<file path="src/rtl/cqd_pkg.sv">
package cqd_pkg;
  typedef enum logic [1:0] {
    ST_WAIT = 2'd0,
    ST_RUN  = 2'd1,
    ST_DONE = 2'd2
  } ent_state_e;

  localparam logic [1:0] KIND_COMP = 2'd0;
endpackage

</file>
<file path="src/rtl/cqd_ring.sv">
module cqd_ring #(
  parameter int DEPTH = 16,
  parameter int QW    = 3,
  localparam int TW   = $clog2(DEPTH),
  localparam int CW   = TW + 1
) (
  input  logic                     clk_i,
  input  logic                     rst_ni,
  input  logic                     push_i,
  input  logic [QW-1:0]            push_queue_i,
  input  logic [1:0]               push_kind_i,
  output logic                     full_o,
  output logic [CW-1:0]            count_o,
  output logic [TW-1:0]            head_o,
  input  logic [1:0]               run_i,
  input  logic [1:0][TW-1:0]       run_slot_i,
  input  logic [1:0]               done_i,
  input  logic [1:0][TW-1:0]       done_slot_i,
  output logic [DEPTH-1:0][1:0]    age_state_o,
  output logic [DEPTH-1:0][QW-1:0] age_queue_o,
  output logic [DEPTH-1:0][1:0]    age_kind_o,
  output logic [DEPTH-1:0][1:0]    slot_kind_o
);
  import cqd_pkg::*;

  logic [DEPTH-1:0][1:0]    state_q;
  logic [DEPTH-1:0][QW-1:0] queue_q;
  logic [DEPTH-1:0][1:0]    kind_q;
  logic [TW-1:0]            head_q, tail_q;
  logic [CW-1:0]            count_q;
  logic                     pop;

  assign full_o      = (count_q == CW'(DEPTH));
  assign count_o     = count_q;
  assign head_o      = head_q;
  assign slot_kind_o = kind_q;
  assign pop         = (count_q != '0) && (state_q[head_q] == ST_DONE);

  always_ff @(posedge clk_i or negedge rst_ni) begin
    if (!rst_ni) begin
      head_q  <= '0;
      tail_q  <= '0;
      count_q <= '0;
    end else begin
      if (push_i) tail_q <= tail_q + 1'b1;
      if (pop)    head_q <= head_q + 1'b1;
      if (push_i && !pop)      count_q <= count_q + 1'b1;
      else if (!push_i && pop) count_q <= count_q - 1'b1;
    end
  end

  always_ff @(posedge clk_i or negedge rst_ni) begin
    if (!rst_ni) begin
      state_q <= {DEPTH{ST_DONE}};
      queue_q <= '0;
      kind_q  <= '0;
    end else begin
      for (int s = 0; s < DEPTH; s++) begin
        if (push_i && tail_q == TW'(s)) begin
          state_q[s] <= ST_WAIT;
          queue_q[s] <= push_queue_i;
          kind_q[s]  <= push_kind_i;
        end else begin
          for (int p = 0; p < 2; p++) begin
            if (run_i[p] && run_slot_i[p] == TW'(s))   state_q[s] <= ST_RUN;
          end
          for (int p = 0; p < 2; p++) begin
            if (done_i[p] && done_slot_i[p] == TW'(s)) state_q[s] <= ST_DONE;
          end
        end
      end
    end
  end

  // oldest entry at index 0
  for (genvar i = 0; i < DEPTH; i++) begin : g_age
    logic [TW-1:0] slot;
    assign slot           = head_q + TW'(i);
    assign age_state_o[i] = state_q[slot];
    assign age_queue_o[i] = queue_q[slot];
    assign age_kind_o[i]  = kind_q[slot];
  end
endmodule

</file>
<file path="src/rtl/cqd_pick.sv">
module cqd_pick #(
  parameter int DEPTH   = 16,
  parameter int NQ      = 8,
  parameter bit IS_COPY = 1'b0,
  localparam int QW     = $clog2(NQ),
  localparam int TW     = $clog2(DEPTH),
  localparam int CW     = TW + 1
) (
  input  logic [CW-1:0]            count_i,
  input  logic [DEPTH-1:0][1:0]    age_state_i,
  input  logic [DEPTH-1:0][QW-1:0] age_queue_i,
  input  logic [DEPTH-1:0][1:0]    age_kind_i,
  input  logic [2:0]               res_ok_i,
  output logic                     fire_o,
  output logic [TW-1:0]            off_o
);
  import cqd_pkg::*;

  logic [NQ-1:0] busy_q;
  logic          any_busy, q0_busy, stop, in_class, res_ok;

  always_comb begin
    busy_q   = '0;
    any_busy = 1'b0;
    q0_busy  = 1'b0;
    stop     = 1'b0;
    fire_o   = 1'b0;
    off_o    = '0;
    in_class = 1'b0;
    res_ok   = 1'b0;
    for (int i = 0; i < DEPTH; i++) begin
      if (CW'(i) < count_i && !stop) begin
        in_class = IS_COPY ? (age_kind_i[i] != KIND_COMP) : (age_kind_i[i] == KIND_COMP);
        // first waiting entry of the class is its head; nothing behind it may pass
        if (age_state_i[i] == ST_WAIT && in_class) begin
          stop   = 1'b1;
          off_o  = TW'(i);
          res_ok = (age_kind_i[i] == KIND_COMP) ? res_ok_i[0] :
                   age_kind_i[i][1]             ? res_ok_i[2] : res_ok_i[1];
          fire_o = res_ok && !busy_q[age_queue_i[i]] && !q0_busy &&
                   !(age_queue_i[i] == '0 && any_busy);
        end
        if (age_state_i[i] != ST_DONE) begin
          busy_q[age_queue_i[i]] = 1'b1;
          any_busy               = 1'b1;
          if (age_queue_i[i] == '0) q0_busy = 1'b1;
        end
      end
    end
  end
endmodule

</file>
<file path="src/rtl/cqd_res.sv">
module cqd_res #(
  parameter int MAX_COMPUTE = 16,
  localparam int NW         = $clog2(MAX_COMPUTE + 1)
) (
  input  logic       clk_i,
  input  logic       rst_ni,
  input  logic       comp_fire_i,
  input  logic       comp_done_i,
  input  logic       h2d_fire_i,
  input  logic       h2d_done_i,
  input  logic       d2h_fire_i,
  input  logic       d2h_done_i,
  output logic [2:0] res_ok_o
);
  logic [NW-1:0] comp_cnt_q;
  logic          h2d_busy_q, d2h_busy_q;

  always_ff @(posedge clk_i or negedge rst_ni) begin
    if (!rst_ni) begin
      comp_cnt_q <= '0;
      h2d_busy_q <= 1'b0;
      d2h_busy_q <= 1'b0;
    end else begin
      if (comp_fire_i && !comp_done_i)      comp_cnt_q <= comp_cnt_q + 1'b1;
      else if (!comp_fire_i && comp_done_i) comp_cnt_q <= comp_cnt_q - 1'b1;
      if (h2d_fire_i)      h2d_busy_q <= 1'b1;
      else if (h2d_done_i) h2d_busy_q <= 1'b0;
      if (d2h_fire_i)      d2h_busy_q <= 1'b1;
      else if (d2h_done_i) d2h_busy_q <= 1'b0;
    end
  end

  assign res_ok_o[0] = comp_cnt_q < NW'(MAX_COMPUTE);
  assign res_ok_o[1] = !h2d_busy_q;
  assign res_ok_o[2] = !d2h_busy_q;
endmodule

</file>
<file path="src/rtl/mq_dispatcher.sv">
module mq_dispatcher #(
  parameter int NUM_QUEUES  = 8,
  parameter int PEND_DEPTH  = 16,
  parameter int MAX_COMPUTE = 16,
  localparam int QW         = $clog2(NUM_QUEUES),
  localparam int TW         = $clog2(PEND_DEPTH),
  localparam int CW         = TW + 1
) (
  input  logic          clk_i,
  input  logic          rst_ni,
  input  logic          cmd_valid_i,
  output logic          cmd_ready_o,
  input  logic [QW-1:0] cmd_queue_i,
  input  logic [1:0]    cmd_kind_i,
  output logic          comp_valid_o,
  output logic [TW-1:0] comp_tag_o,
  output logic          copy_valid_o,
  output logic [TW-1:0] copy_tag_o,
  output logic          copy_dir_o,
  input  logic          comp_done_i,
  input  logic [TW-1:0] comp_done_tag_i,
  input  logic          copy_done_i,
  input  logic [TW-1:0] copy_done_tag_i
);
  logic                          full, push;
  logic [CW-1:0]                 count;
  logic [TW-1:0]                 head;
  logic [PEND_DEPTH-1:0][1:0]    age_state, age_kind, slot_kind;
  logic [PEND_DEPTH-1:0][QW-1:0] age_queue;
  logic [1:0]                    fire;
  logic [1:0][TW-1:0]            off, slot, done_slot;
  logic [1:0]                    done;
  logic [2:0]                    res_ok;
  logic                          done_dir;

  assign cmd_ready_o = !full;
  assign push        = cmd_valid_i && !full;

  cqd_ring #(.DEPTH(PEND_DEPTH), .QW(QW)) i_ring (
    .clk_i, .rst_ni,
    .push_i       (push),
    .push_queue_i (cmd_queue_i),
    .push_kind_i  (cmd_kind_i),
    .full_o       (full),
    .count_o      (count),
    .head_o       (head),
    .run_i        (fire),
    .run_slot_i   (slot),
    .done_i       (done),
    .done_slot_i  (done_slot),
    .age_state_o  (age_state),
    .age_queue_o  (age_queue),
    .age_kind_o   (age_kind),
    .slot_kind_o  (slot_kind)
  );

  // index 0: compute class, index 1: copy class
  for (genvar c = 0; c < 2; c++) begin : g_class
    cqd_pick #(.DEPTH(PEND_DEPTH), .NQ(NUM_QUEUES), .IS_COPY(c == 1)) i_pick (
      .count_i     (count),
      .age_state_i (age_state),
      .age_queue_i (age_queue),
      .age_kind_i  (age_kind),
      .res_ok_i    (res_ok),
      .fire_o      (fire[c]),
      .off_o       (off[c])
    );
    assign slot[c] = head + off[c];
  end

  assign done         = {copy_done_i, comp_done_i};
  assign done_slot    = {copy_done_tag_i, comp_done_tag_i};
  assign done_dir     = slot_kind[copy_done_tag_i][1];

  assign comp_valid_o = fire[0];
  assign comp_tag_o   = slot[0];
  assign copy_valid_o = fire[1];
  assign copy_tag_o   = slot[1];
  assign copy_dir_o   = age_kind[off[1]][1];

  cqd_res #(.MAX_COMPUTE(MAX_COMPUTE)) i_res (
    .clk_i, .rst_ni,
    .comp_fire_i (fire[0]),
    .comp_done_i (comp_done_i),
    .h2d_fire_i  (fire[1] && !copy_dir_o),
    .h2d_done_i  (copy_done_i && !done_dir),
    .d2h_fire_i  (fire[1] && copy_dir_o),
    .d2h_done_i  (copy_done_i && done_dir),
    .res_ok_o    (res_ok)
  );
endmodule

</file>
<file path="config.mk">
export PLATFORM = sky130hd
export DESIGN_NAME = mq_dispatcher
export DESIGN_NICKNAME = d
export VERILOG_FILES = /design/src/rtl/cqd_pkg.sv /design/src/rtl/cqd_ring.sv /design/src/rtl/cqd_pick.sv /design/src/rtl/cqd_res.sv /design/src/rtl/mq_dispatcher.sv
export SDC_FILE = /design/constraint.sdc
export NUM_CORES = 1
export LEC_CHECK = 0
export ABC_AREA = 1
export BUFFER_PORTS_ARGS = -buffer_cell sky130_fd_sc_hd__buf_2
export CORE_ASPECT_RATIO = 0.7
export CORE_UTILIZATION = 38
export DETAILED_ROUTE_END_ITERATION = 16
export HOLD_SLACK_MARGIN = 0.08
export PLACE_DENSITY = 0.58
export REMOVE_ABC_BUFFERS = 1
export SLEW_MARGIN = 5
export SYNTH_ARGS = -nofsm -noshare
export SYNTH_HDL_FRONTEND = slang
export SYNTH_HIERARCHICAL = 1
export SYNTH_SLANG_ARGS = --single-unit
</file>
<file path="constraint.sdc">
create_clock -name clk_i -period 7.4 [get_ports clk_i]
set_input_delay 1.11 -clock clk_i [delete_from_list [all_inputs] [get_ports clk_i]]
set_output_delay 1.11 -clock clk_i [all_outputs]
set_load 0.005 [all_outputs]
</file>
==> results of run 1 <==
==> registers in the layout (all words and copies together), names as in the netlist <==
signal and count:
i_res/d2h_busy_q 1, i_ring/slot_kind_o 32, i_ring/queue_q 48, i_ring/count_o 5
i_ring/state_q 32, i_ring/tail_q 4, i_res/comp_cnt_q 5, i_ring/head_o 4
i_res/h2d_busy_q 1
==> critical path: stages, from the launching register on <==
cell and delay (ns):
dfrtp_2 0.42, buf_12 0.16, inv_1 0.13, buf_4 0.22
ha_1 0.22, xor2_1 0.20, inv_1 0.29, nand2_1 0.15
nand2_1 0.25, nor4_1 0.74, nand4_2 0.27, nand2_1 0.17
nor2_4 0.06, inv_1 0.13, nor2_1 0.11, inv_1 0.29
o2111ai_1 0.38, nor3_2 0.41, nand3_1 0.16, ha_1 0.22
inv_1 0.07, fa_1 0.42, inv_1 0.13, buf_2 0.13
==> cell usage in the layout (no fill, tap or decap), types with 9 or more instances in the layout <==
| cell type | instances |
|---|---|
| nor2_2 | 20 |
| dfrtp_1 | 113 |
| inv_2 | 19 |
| clkbuf_16 | 25 |
| nand4_1 | 67 |
| a21oi_1 | 114 |
| mux2i_1 | 21 |
| nor3_1 | 93 |
| a31oi_1 | 15 |
| buf_4 | 82 |
| a21oi_2 | 13 |
| nand3_1 | 346 |
| nor2_4 | 11 |
| ha_1 | 21 |
| o21ai_1 | 167 |
| nand3_2 | 13 |
| nor3b_1 | 10 |
| nor4_1 | 9 |
| o211ai_1 | 16 |
| nand2_1 | 1382 |
| a22oi_1 | 9 |
| o21ai_2 | 10 |
| o21ai_0 | 198 |
| nor2_1 | 458 |
| buf_2 | 28 |
| nand2_2 | 23 |
| a221oi_1 | 9 |
| inv_1 | 479 |
| o22a_1 | 19 |
| dfstp_2 | 16 |
==> routing by layer <==
layer | track usage | vias up
met2 | 0.404 | 1474
met1 | 0.483 | 11900
li1 | - | 12800
met4 | 0.0590 | 0
met3 | 0.0967 | 93
met5 | 0 | -
==> metrics by stage <==
stage                     hold slack (ns)  setup TNS, ns  instances  cell area [sq um]
after global placement              0.473              0       4637              21900
after global routing                0.517         -0.218       4709              23200
final                               0.496              0       4709              23200
after floorplan                     0.453        -140.84       3813              20200
after detailed placement            0.478              0       4637              21900
after CTS                           0.492              0       4673              22500
==> kinds of logic (layout without fill, tap and decap cells) <==
logic type               Yosys count  after routing  share of synthesized area
AO/OA/AOI/OAI                    617            617                      0.169
XOR/XNOR                          19             19                     0.0108
adder cells (fa/ha/maj)           29             29                     0.0187
buffers and inverters            643            680                      0.128
flip-flops                       132            132                      0.158
multiplexers                      22             22                     0.0105
AND/OR/NAND/NOR                 2480           2480                      0.505
==> worst max path at each step <==
stage	endpoint	startpoint	slack, ns	depth (start not counted)
after floorplan	copy_tag_o[3]	i_ring/head_o[0]$_DFFE_PN0P_	-3.33	31
after global placement	comp_tag_o[3]	i_ring/head_o[1]$_DFFE_PN0P_	0.39	35
after detailed placement	comp_tag_o[3]	i_ring/head_o[1]$_DFFE_PN0P_	0.30	34
after CTS	copy_tag_o[3]	i_ring/head_o[0]$_DFFE_PN0P_	0.01	30
after global routing	comp_tag_o[1]	i_ring/head_o[0]$_DFFE_PN0P_	-0.1	28
final	comp_tag_o[1]	i_ring/head_o[2]$_DFFE_PN0P_	0.08	23
==> what timing repair did <==
item,4_1_cts,5_1_grt
endpoints found under the setup margin,3,12
cloned,0,9
gates resized for setup,5,70
buffers inserted,4,27
pin swaps,1,17
endpoints found under the hold margin,0,0
==> cell type report <==
type	count	area [sq um]	share of cell area
Multi-Input combinational cell	3167	15200	0.654
Sequential cell	132	3330	0.143
Inverter	514	1960	0.0844
Timing Repair Buffer	133	1190	0.0514
Tap cell	730	913	0.0393
Clock buffer	18	429	0.0185
Clock inverter	14	203	0.00873
Timing Repair inverter	1	5.00	0.000215
==> impl_metrics.env, run 1 <==
export IMPL_outcome="complete, no violations"
export IMPL_wl_met1_um=43300
export IMPL_synth_area_sq_mm=0.0210
export IMPL_ys_warn_count=6
export IMPL_area_growth_pct=10.6
export IMPL_die_width_um=283
export IMPL_port_buffers=29
export IMPL_cts_hold_fix_buffers=0
export IMPL_avgSynthCellArea_sq_um=5.33
export IMPL_wl_met3_um=13000
export IMPL_gr_usage_all_layers=0.311
export IMPL_finalHoldViolCount=0
export IMPL_cp_start_kind="register"
export IMPL_hold_path_depth=2
export IMPL_die_area_sq_mm=0.0562
export IMPL_yosysMostFrequentCell="nand2_1"
export IMPL_r2r_setup_slack_ns=0.67
export IMPL_tightest_slew_ns=1.32
export IMPL_clk_latency_ns=0.44
export IMPL_r2r_start="i_ring/head_o[2]$_DFFE_PN0P_"
export IMPL_rows=71
export IMPL_skew_ns=0.0259
export IMPL_insertedDiodeCount=0
export IMPL_min_to="i_ring/state_q[21]$_DFFE_PN1P_"
export IMPL_grt_antenna_before_repair=0
export IMPL_r2r_cells=37
export IMPL_synth_largest_area_cell="nand2_1"
export IMPL_timing_rr_end="i_res/comp_cnt_q[4]$_DFFE_PN0P_"
export IMPL_hp_class="register to register"
export IMPL_ys_types=71
export IMPL_wirelength_um=89900
export IMPL_met2WireLength_um=32200
export IMPL_end_kind="primary output"
export IMPL_clk_path_buf_depth=2
export IMPL_clock_sinks=132
export IMPL_period_share=0.990
export IMPL_gp_congestion=1.07
export IMPL_synth_top_area_frac=0.248
export IMPL_firstDrtPassIters=6
export IMPL_synth_edf_count=0
export IMPL_cts_tree="done"
export IMPL_drive_above_1_share=0.0905
export IMPL_top_layer="met4"
export IMPL_max_freq_mhz=137
export IMPL_post_place_ws_ns=0.298
export IMPL_crit_required_ns=6.29
export IMPL_critical_path_class="register to primary output"
export IMPL_avgRoutedWirePerCell_um=19.1
export IMPL_ys_top_cells_by_area="nand2_1, dfrtp_1, inv_1, nor2_1, nand3_1"
export IMPL_seq_area_frac_synth=0.158
export IMPL_finalWorstSetupSlack_ns=0.0750
export IMPL_final_core_util=0.429
export IMPL_grt_overflow=0
export IMPL_start_util=0.388
export IMPL_async_reset_ff_frac=1.00
export IMPL_hp_start="i_ring/state_q[21]$_DFFE_PN1P_"
export IMPL_setup_violations=0
export IMPL_numCtsBuffers=17
export IMPL_die_y_um=199
export IMPL_maxCapViolCount=0
export IMPL_dp_hpwl_um=72600
export IMPL_ys_flop_type="dfrtp_1"
export IMPL_ios=30
export IMPL_grt_max_degree=88
export IMPL_synth_cells=3942
export IMPL_ant_nets=0
export IMPL_htreeDepth=4
export IMPL_drc=0
export IMPL_viasPerCell=5.57
export IMPL_worstPathArrival_ns=6.21
export IMPL_crit_fanout=18
export IMPL_core_sq_mm=0.0541
export IMPL_clkTransAtPathRegs_ns=0.07
export IMPL_grt_pass1_wl_um=135000
export IMPL_fillers=5956
export IMPL_post_route_min_period_ns=7.32
export IMPL_slew_headroom=0.119
export IMPL_final_nets=4013
export IMPL_grt_pass1_vias=22200
export IMPL_final_max_slew_violation_count=0
export IMPL_synth_seq_cells=132
export IMPL_num_vias=26200
export IMPL_yosys_top_cells_count="nand2_1, inv_1, nor2_1"
export IMPL_drtIter0Drc=3925
export IMPL_cts_root_buf="clkbuf_16"
Power of run 1 is not shown: default switching activity piles up to over one toggle a cycle in this logic, so the estimate is an artifact.
==> inputs of run 2 (changes only) <==
Settings changed: PLACE_DENSITY 0.58 to unset.
==> run 2 against run 1 <==
Against the previous run:
- clock-buffer cell count increased by 4
- largest cell class unchanged
- global-route usage increased by 0.12 points
- core utilization decreased by 0.27 points
- final area decreased by 0.62%
- sequential share of layout area increased by 0.085 points
- first-iteration DRC count increased by 7.5%
- register-to-register slack improved by 0.07 ns
- highest routed layer unchanged
- critical endpoint is now copy_tag_o[3]
- flip-flop and latch count unchanged
- via count increased by 0.43%
- die area unchanged
==> impl_metrics.env, run 2 (synthesis gave the netlist of run 1 again) <==
export IMPL_outcome="complete, no violations"
export IMPL_wirelength_um=90200
export IMPL_final_max_slew_violation_count=0
export IMPL_gp_congestion=1.06
export IMPL_grt_antenna_before_repair=0
export IMPL_skew_ns=0.0170
export IMPL_drive_above_1_share=0.0873
export IMPL_period_share=0.976
export IMPL_final_common_cell="nand2_1"
export IMPL_grt_busiest_layer="met1"
export IMPL_fillers=5975
export IMPL_die_area_sq_mm=0.0562
export IMPL_area_growth_pct=9.94
export IMPL_ant_nets=0
export IMPL_cts_tree="done"
export IMPL_die_y_um=199
export IMPL_dp_hpwl_um=73000
export IMPL_slowest_delay_ns=0.55
export IMPL_clock_sinks=132
export IMPL_maxCapViolCount=0
export IMPL_dpl_cell_area_sq_mm=0.0219
export IMPL_cts_hold_fix_buffers=0
export IMPL_htreeDepth=4
export IMPL_grt_pass1_wl_um=135000
export IMPL_final_nets=4007
export IMPL_grt_overflow=0
export IMPL_insertedDiodeCount=0
export IMPL_clk_path_buf_depth=2
export IMPL_setup_violations=0
export IMPL_ios=30
export IMPL_crit_fanout=25
export IMPL_end_kind="primary output"
export IMPL_firstDrtPassIters=8
export IMPL_largest_reg_flops=48
export IMPL_critical_path_class="register to primary output"
export IMPL_top_register="i_ring/queue_q"
export IMPL_max_freq_mhz=138
export IMPL_path_common_cell="nand2_1"
export IMPL_use_met1=0.486
export IMPL_hp_class="register to register"
export IMPL_rows=71
export IMPL_cp_start_kind="register"
export IMPL_drtIter0Drc=4220
export IMPL_gr_usage_all_layers=0.312
export IMPL_placed_cells=4644
export IMPL_worstPathArrival_ns=6.11
export IMPL_slew_headroom=0.195
export IMPL_grt_use_met3=0.0890
export IMPL_core_sq_mm=0.0541
export IMPL_num_vias=26300
export IMPL_port_buffers=29
export IMPL_avgRoutedWirePerCell_um=19.2
export IMPL_clk_latency_ns=0.44
export IMPL_grt_pass1_vias=22200
export IMPL_clkTransAtPathRegs_ns=0.07
export IMPL_rsz0062_at_grt="true"
export IMPL_post_route_min_period_ns=7.22
export IMPL_viasPerCell=5.60
export IMPL_numCtsBuffers=17
export IMPL_use_met2=0.414
export IMPL_die_width_um=283
export IMPL_stdcell_area_sq_mm=0.0231
export IMPL_start_util=0.388
export IMPL_drc=0
export IMPL_slowest_stage="dfrtp_4"
export IMPL_stdcell_count=4703
export IMPL_finalHoldViolCount=0
export IMPL_final_cell_mix="nand2_1, inv_1, nor2_1, nand3_1, o21ai_0"
export IMPL_crit_required_ns=6.29
export IMPL_grt_max_degree=99
export IMPL_cts_root_buf="clkbuf_16"
export IMPL_tightest_slew_ns=1.20
[run 2: per-stage QoR]
step	util	worst slack, ns	hold slack (ns)	setup TNS, ns
after floorplan	-	-3.33	0.453	-140.84
after global placement	0.405	-0.0460	0.477	-0.0460
after detailed placement	0.405	0.00552	0.476	0
after CTS	0.417	0.00772	0.492	0
after global routing	0.427	-0.0678	0.514	-0.104
final	0.427	0.179	0.487	0
[run 2: worst max-delay path, delay by kind of cell (launching register included)]
family,cells,cell delay (ns)
simple gates,12,1.71
buf+inv,9,1.30
compound gates,7,1.09
flops,1,0.55
xor+xnor,2,0.50
fa+ha+maj,2,0.47
[run 2: layout make-up]
| class | instances | area, sq um | area share |
|---|---|---|---|
| clock inverter | 10 | 145 | 0.00629 |
| sequential | 132 | 3330 | 0.144 |
| clock buffer | 22 | 474 | 0.0205 |
| timing repair buffer | 128 | 1060 | 0.0460 |
| tap | 730 | 913 | 0.0396 |
| inverter | 514 | 1960 | 0.0849 |
| multi-input combinational | 3167 | 15200 | 0.658 |
[run 2: layer usage]
layer / routed length [um] / vias to the layer above
met5: 0 / -
met4: 1240 / 0
met3: 12500 / 98
met2: 33200 / 1461
met1: 43300 / 12000
li1: - / 12800
[run 2: worst paths after layout]
| kind | depth (start not counted) | to | from | slack [ns] |
|---|---|---|---|---|
| min reg2reg | 2 | i_res/comp_cnt_q[3]$_DFFE_PN0P_ | i_res/comp_cnt_q[3]$_DFFE_PN0P_ | 0.49 |
| max in group asynchronous | 2 | i_ring/head_o[0]$_DFFE_PN0P_ | rst_ni | 5.27 |
| min in group asynchronous | 1 | i_ring/queue_q[39]$_DFFE_PN0P_ | rst_ni | 0.65 |
| min | 2 | i_res/comp_cnt_q[3]$_DFFE_PN0P_ | i_res/comp_cnt_q[3]$_DFFE_PN0P_ | 0.49 |
| max | 32 | copy_tag_o[3] | i_ring/head_o[0]$_DFFE_PN0P_ | 0.18 |
| max reg2reg | 44 | i_res/comp_cnt_q[4]$_DFFE_PN0P_ | i_ring/head_o[0]$_DFFE_PN0P_ | 0.74 |
[run 2: timing repair]
action | in CTS | in global routing
cloned | 0 | 7
pin swaps | 1 | 11
resized for setup | 8 | 59
endpoints found under the setup margin | 3 | 14
buffers inserted | 2 | 18
Power of run 2 is left out for the same reason.
